<file path="src/rtl/bankmap_pkg.sv">
package bankmap_pkg;
   localparam int unsigned DEF_ADDR_W = 16;
   localparam int unsigned DEF_WIN_W  = 14;
   localparam int unsigned DEF_PAGE_W = 5;
   localparam int unsigned DEF_DATA_W = 8;

   typedef enum logic [1:0] {
      WIN_NONE  = 2'd0,
      WIN_FIXED = 2'd1,
      WIN_BANK  = 2'd2
   } win_sel_e;
endpackage

</file>
<file path="src/rtl/bankmap_strobe_edge.sv">
module bankmap_strobe_edge (
   input  logic clk,
   input  logic rst_n,
   input  logic io_sel,
   input  logic rd_wr,
   input  logic bus_stb,
   output logic wr_qual,
   output logic wr_fall
);
   logic qual_d;

   assign wr_qual = io_sel & ~rd_wr & bus_stb;

   always_ff @(posedge clk or negedge rst_n) begin
      if (!rst_n) qual_d <= 1'b0;
      else        qual_d <= wr_qual;
   end

   assign wr_fall = qual_d & ~wr_qual;
endmodule

</file>
<file path="src/rtl/bankmap_bank_reg.sv">
module bankmap_bank_reg #(
   parameter int unsigned PAGE_W = 5,
   parameter int unsigned DATA_W = 8
) (
   input  logic              clk,
   input  logic              rst_n,
   input  logic              wr_qual,
   input  logic              wr_fall,
   input  logic [DATA_W-1:0] data_in,
   output logic [PAGE_W-1:0] bank_q
);
   logic [PAGE_W-1:0] hold_q;
   logic [DATA_W-1:0] unused_data;

   assign unused_data = data_in;

   always_ff @(posedge clk or negedge rst_n) begin
      if (!rst_n) begin
         hold_q <= '0;
         bank_q <= '0;
      end else begin
         if (wr_qual) hold_q <= data_in[PAGE_W-1:0];
         if (wr_fall) bank_q <= hold_q;
      end
   end
endmodule

</file>
<file path="src/rtl/bankmap_window_mux.sv">
module bankmap_window_mux
   import bankmap_pkg::*;
#(
   parameter int unsigned PAGE_W = 5
) (
   input  logic              ram_sel,
   input  logic              win_bit,
   input  logic [PAGE_W-1:0] bank_q,
   output win_sel_e          win,
   output logic [PAGE_W-1:0] page_hi
);
   always_comb begin
      if (!ram_sel)     win = WIN_NONE;
      else if (win_bit) win = WIN_BANK;
      else              win = WIN_FIXED;
   end

   always_comb begin
      unique case (win)
         WIN_BANK: page_hi = bank_q;
         default:  page_hi = '0;
      endcase
   end
endmodule

</file>
<file path="src/rtl/bankmap_readback.sv">
module bankmap_readback #(
   parameter int unsigned PAGE_W = 5,
   parameter int unsigned DATA_W = 8
) (
   input  logic              io_sel,
   input  logic              rd_wr,
   input  logic [PAGE_W-1:0] bank_q,
   output logic [DATA_W-1:0] data_out
);
   logic rd_en;
   assign rd_en = io_sel & rd_wr;

   generate
      if (DATA_W > PAGE_W) begin : g_pad
         localparam int unsigned PAD_W = DATA_W - PAGE_W;
         assign data_out = rd_en ? {{PAD_W{1'b0}}, bank_q} : '0;
      end else begin : g_full
         assign data_out = rd_en ? bank_q : '0;
      end
   endgenerate
endmodule

</file>
<file path="src/rtl/bankmap_window.sv">
module bankmap_window
   import bankmap_pkg::*;
#(
   parameter int unsigned ADDR_W = DEF_ADDR_W,
   parameter int unsigned WIN_W  = DEF_WIN_W,
   parameter int unsigned PAGE_W = DEF_PAGE_W,
   parameter int unsigned DATA_W = DEF_DATA_W
) (
   input  logic              clk,
   input  logic              rst_n,
   input  logic [ADDR_W-1:0] cpu_addr,
   input  logic              ram_sel,
   input  logic              io_sel,
   input  logic              rd_wr,
   input  logic              bus_stb,
   input  logic [DATA_W-1:0] data_in,
   output logic [PAGE_W-1:0] page_hi,
   output logic [DATA_W-1:0] data_out
);
   localparam int unsigned SEL_BIT = WIN_W;

   generate
      if (SEL_BIT >= ADDR_W) begin : g_bad_win
         $error("window width must leave a select bit inside the address");
      end
      if (PAGE_W > DATA_W) begin : g_bad_page
         $error("bank register must fit in the data bus");
      end
      if (PAGE_W == 0) begin : g_bad_zero
         $error("bank register needs at least one bit");
      end
   endgenerate

   logic              wr_qual;
   logic              wr_fall;
   logic [PAGE_W-1:0] bank_q;
   win_sel_e          win;
   logic [ADDR_W-1:0] unused_addr;
   win_sel_e          unused_win;

   assign unused_addr = cpu_addr;
   assign unused_win  = win;

   bankmap_strobe_edge i_edge (
      .clk     (clk),
      .rst_n   (rst_n),
      .io_sel  (io_sel),
      .rd_wr   (rd_wr),
      .bus_stb (bus_stb),
      .wr_qual (wr_qual),
      .wr_fall (wr_fall)
   );

   bankmap_bank_reg #(.PAGE_W(PAGE_W), .DATA_W(DATA_W)) i_reg (
      .clk     (clk),
      .rst_n   (rst_n),
      .wr_qual (wr_qual),
      .wr_fall (wr_fall),
      .data_in (data_in),
      .bank_q  (bank_q)
   );

   bankmap_window_mux #(.PAGE_W(PAGE_W)) i_mux (
      .ram_sel (ram_sel),
      .win_bit (cpu_addr[SEL_BIT]),
      .bank_q  (bank_q),
      .win     (win),
      .page_hi (page_hi)
   );

   bankmap_readback #(.PAGE_W(PAGE_W), .DATA_W(DATA_W)) i_rb (
      .io_sel   (io_sel),
      .rd_wr    (rd_wr),
      .bank_q   (bank_q),
      .data_out (data_out)
   );
endmodule

</file>
<file path="config.mk">
export PLATFORM = sky130hd
export DESIGN_NAME = bankmap_window
export DESIGN_NICKNAME = d
export VERILOG_FILES = /design/src/rtl/bankmap_pkg.sv /design/src/rtl/bankmap_strobe_edge.sv /design/src/rtl/bankmap_bank_reg.sv /design/src/rtl/bankmap_window_mux.sv /design/src/rtl/bankmap_readback.sv /design/src/rtl/bankmap_window.sv
export SDC_FILE = /design/constraint.sdc
export NUM_CORES = 1
export LEC_CHECK = 0
export ABC_AREA = 1
export CAP_MARGIN = 30
export CORE_AREA = 2 2 44 46
export CTS_BUF_LIST = sky130_fd_sc_hd__clkbuf_8
export CTS_CLUSTER_DIAMETER = 30
export DETAILED_ROUTE_END_ITERATION = 16
export DIE_AREA = 0 0 46 48
export PLACE_DENSITY_LB_ADDON = 0.12
export SKIP_CTS_REPAIR_TIMING = 1
export SYNTH_ARGS = -nofsm -noshare
export SYNTH_HDL_FRONTEND = slang
export SYNTH_SLANG_ARGS = --single-unit
export TNS_END_PERCENT = 1
</file>
<file path="constraint.sdc">
create_clock -name clk -period 1 [get_ports clk]
set_clock_uncertainty 0.05 [all_clocks]
set_input_delay 0.2 -clock clk [delete_from_list [all_inputs] [get_ports clk]]
set_output_delay 0.2 -clock clk [all_outputs]
set_load 0.005 [all_outputs]
</file>
* Word level (Yosys, flattened, before mapping) *
Cells that the tools add are included.

storage, ports and cells
  register bits after elaboration = 11
  bits of input ports = 30
  output and inout bits = 13

operators by class
  eq/ne operators = 1
  muxes and demuxes = 4
  bitwise operators = 6

operators by type and width
  cell                  count
  $mux W5               2
  $and A1 B1 Y1         4
  $mux W2               2
  $eq A2 B2 Y1 const B  1
  $not A1 Y1            2

* Depth between registers and ports, before layout *
  depth in word-level cells = 5
  mapped depth = 5
  mapped depth without buffers = 5

* By module *
A second synthesis with hierarchy kept.

unflattened totals
  cell total of the unflattened synthesis = 76
  area total of the unflattened synthesis = 538.0 um^2

modules (own cells, without submodules)
  module               instances  cells an instance  area each (um^2)  sequential area each (um^2)
  bankmap_bank_reg     1          42                 370.4             250.2
  bankmap_readback     1          15                 70.1              0.0
  bankmap_window_mux   1          14                 55.1              0.0
  bankmap_strobe_edge  1          5                  42.5              25.0

* Worst setup path after synthesis *
Ideal clock, no wire load.

  path type = register to register
  start point = register i_edge.qual_d
  end point = register i_reg.bank_q[0]
  arrival = 0.607 ns
  slack = 0.227 ns
  stages on the path, launching flop included = 4
  clock period less this slack = 0.773 ns
  cells stage by stage = dfrtp_1 > nand2_1 > nand2_1 > nand2_1

between the ends
  longest elaborated chain between the ends = 1

ends and longest elaborated chain
  element                 line                       source
  start, declared         bankmap_strobe_edge.sv:10  logic qual_d;
  start signal, assigned  bankmap_strobe_edge.sv:16  else qual_d <= wr_qual;
  $and A1 B1 Y1           bankmap_strobe_edge.sv:19  assign wr_fall = qual_d & ~wr_qual;
  end signal, assigned    bankmap_bank_reg.sv:23     if (wr_fall) bank_q <= hold_q;
  end, declared           bankmap_bank_reg.sv:10     output logic [PAGE_W-1:0] bank_q

No other way between the ends.
A chain may end at the register's enable or synchronous reset.

* Worst setup path in the final report *
  start point = register i_reg.bank_q[3]
  end point = output port data_out[3]

between the ends
  longest elaborated chain between the ends = 1

ends and longest elaborated chain
  element        line                    source
  $mux W5        bankmap_readback.sv:16  assign data_out = rd_en ? {{PAD_W{1'b0}}, bank_q} : '0;
  end, declared  bankmap_window.sv:18    output logic [DATA_W-1:0] data_out

No other way between the ends.

==> flow_summary.ini <==
[clock_network]
cts_root_buffer = clkbuf_8
cts_tree = yes
cts_buffer_depth = 2
clkTransAtPathRegs_ns = 0.05
insertion_delay_ns = 0.23
cts-htree-levels = 1
cts.sinks = 11
cts_made_buffers = 3

[critical_path]
cpPeakStageDelay_ns = 0.39
critPathCapture = data_out[3]
cp.arrival_ns = 0.83
start_kind = flip-flop
cp.depth = 3
r2r-end = i_reg.bank_q[2]
path_class = reg2out
r2r_start = i_edge.qual_d
rrSetupSlack_ns = 0.13
slowest_stage = dfrtp_1
crit_start = i_reg.bank_q[3]
path_buf_inv = 2
cp.required_ns = 0.75
worst-r2r-cell-count = 3
endpoint_kind = primary output
path_cells = inv_2 > nor2_1 > buf_2
crit_family = flip-flops
critical_path_peak_fanout = 2

[outcome]
status = complete, but fails checks
violations = negative setup slack

[global_route]
antenna_found_initial = 0
busiest_layer = met2
use_met1 = 0.114
grt_pass1_vias = 400
grt_overflow = 0
grt_usage = 0.103
use_met2 = 0.167
grtUsageMet3 = 0.0264
grt_first_pass_wirelength_mm = 1.56
grt_start_max_net_pins = 12

[route]
drtIter0Drc = 2
ant_nets = 0
drtPass1Iterations = 2
drc = 0
wl_per_cell_um = 9.02
vias_per_cell = 4.13
vias = 492
totalWireLength_mm = 1.07

[timing]
hold_slack_ns = 0.213
setup_viol = 10
min_period_over_period = 1.08
hold_viol = 0
fmax_ghz = 0.922
drv_slew = 0
worst_slack_ns = -0.0849
rsz0062_at_grt = true
min_period_ns = 1.08

[place]
hpwlAfterDp_um = 779
placed_cell_area_um2 = 759
pre_cts_slack_ns = -0.650
place_congestion = 0.667
port_buffers = 21

[floorplanning]
die_area_um2 = 2210
coreArea_um2 = 1690
die_y_um = 48
ios = 43
die_w_um = 46
placementRows = 15
start_util = 0.306

[power_and_ir_drop]
swShare = 0.250
power_density_nw_per_um2 = 1550
power_leakage_nw = 0.499
pwr-share-clk = 0.325
max-vdd-ir-drop_v = 0.000760
p_sw_mw = 0.320
combPwrFrac = 0.230
seqPwrFrac = 0.445
p_int_mw = 0.960

[final_layout]
layout_commonest_cell = nand2_1
final_cell_area_um2 = 825
drive_gt1_frac = 0.333
final_cell_mix = 26 x nand2_1, 12 x buf_4, 11 x dfrtp_1, 9 x nor2_1, 9 x buf_2
final_nets = 133
area_delta_synth_final_pct = 59.6
antennaDiodeCount = 0

[logic_synthesis]
yosysTopAreaCellShare = 0.533
synth.distinct_cells = 10
syn_inst = 67
ys_top_cells_by_area = dfrtp_1 53%, nand2_1 20%, nor2_1 7.3%
ys_warn_count = 0
syn-cell-area_um2 = 517
ys_ff_latch = 11
avgSynthCellArea_um2 = 7.71
seq_area_frac_synth = 0.533
synth_top_area_cell = dfrtp_1

[worst_hold_path]
worstHoldPathType = in2async

[flow_run]
timing.max_cap.violations = 0
==> flip-flops by register name, indices dropped and copies added, names as in the netlist <==
signal / cells
i_edge.qual_d: 1
i_reg.bank_q: 5
i_reg.hold_q: 5
==> routing by layer <==
| layer | wire [um] | share of wire |
|---|---|---|
| met4 | 17 | 0.016 |
| met1 | 457 | 0.43 |
| met3 | 119 | 0.11 |
| met5 | 0 | 0 |
| met2 | 479 | 0.45 |
==> per-stage QoR <==
step                std cells  utilization  total power, mW  TNS, ns
finish                    119        0.488             1.28   -0.713
global route              119        0.488             1.37    -1.45
CTS                       112        0.476             1.25    -7.63
detailed placement        108        0.450            0.823    -10.0
global placement          108        0.450            0.820    -10.0
floorplan                  69            -            0.690        0
==> worst register-to-register path, cell delays in order (launching register included) <==
cell and delay, ns:
dfrtp_1 0.42, nand2_1 0.15, nand2_1 0.09, nand2_1 0.04
==> power groups by stage <==
stage	Sequential (mW)	Clock (mW)	Combinational (mW)
5_1_grt	0.576	0.460	0.337
3_3_place_gp	0.568	0	0.252
2_1_floorplan	0.561	0	0.129
4_1_cts	0.566	0.431	0.252
3_5_place_dp	0.572	0	0.251
6_report	0.569	0.416	0.295
==> area by class of cell <==
class | count | area (um^2)
Clock inverter | 1 | 3.75
Sequential cell | 11 | 275
Fill cell | 190 | 865
Inverter | 7 | 26.3
Multi-Input combinational cell | 47 | 196
Tap cell | 17 | 21.3
Clock buffer | 3 | 41.3
Timing Repair Buffer | 33 | 260
==> synthesized netlist by cell type, drive strengths merged <==
cell,number
nand2,28
dfrtp,11
nor2,10
inv,7
nand3,6
buf,4
conb,1
==> cells by family after synthesis <==
logic type	count (synthesis)	synth area share
flip-flops	11	0.533
other	1	0.00726
AND/OR/NAND/NOR	44	0.344
buffers and inverters	11	0.116
==> how the worst min path moves through the flow <==
stage                    start  slack [ns]              end  depth (start not counted)
6_report                 rst_n        0.21  i_reg.hold_q[2]                          2
5_1_grt                  rst_n        0.23    i_edge.qual_d                          2
4_1_cts                  rst_n        0.22  i_reg.hold_q[3]                          2
3_5_place_dp   i_reg.bank_q[3]        0.41  i_reg.bank_q[3]                          2
3_3_place_gp   i_reg.bank_q[1]        0.41  i_reg.bank_q[1]                          2
2_1_floorplan            rst_n       -0.15    i_edge.qual_d                          0
Power figures use the tool's default switching activity.
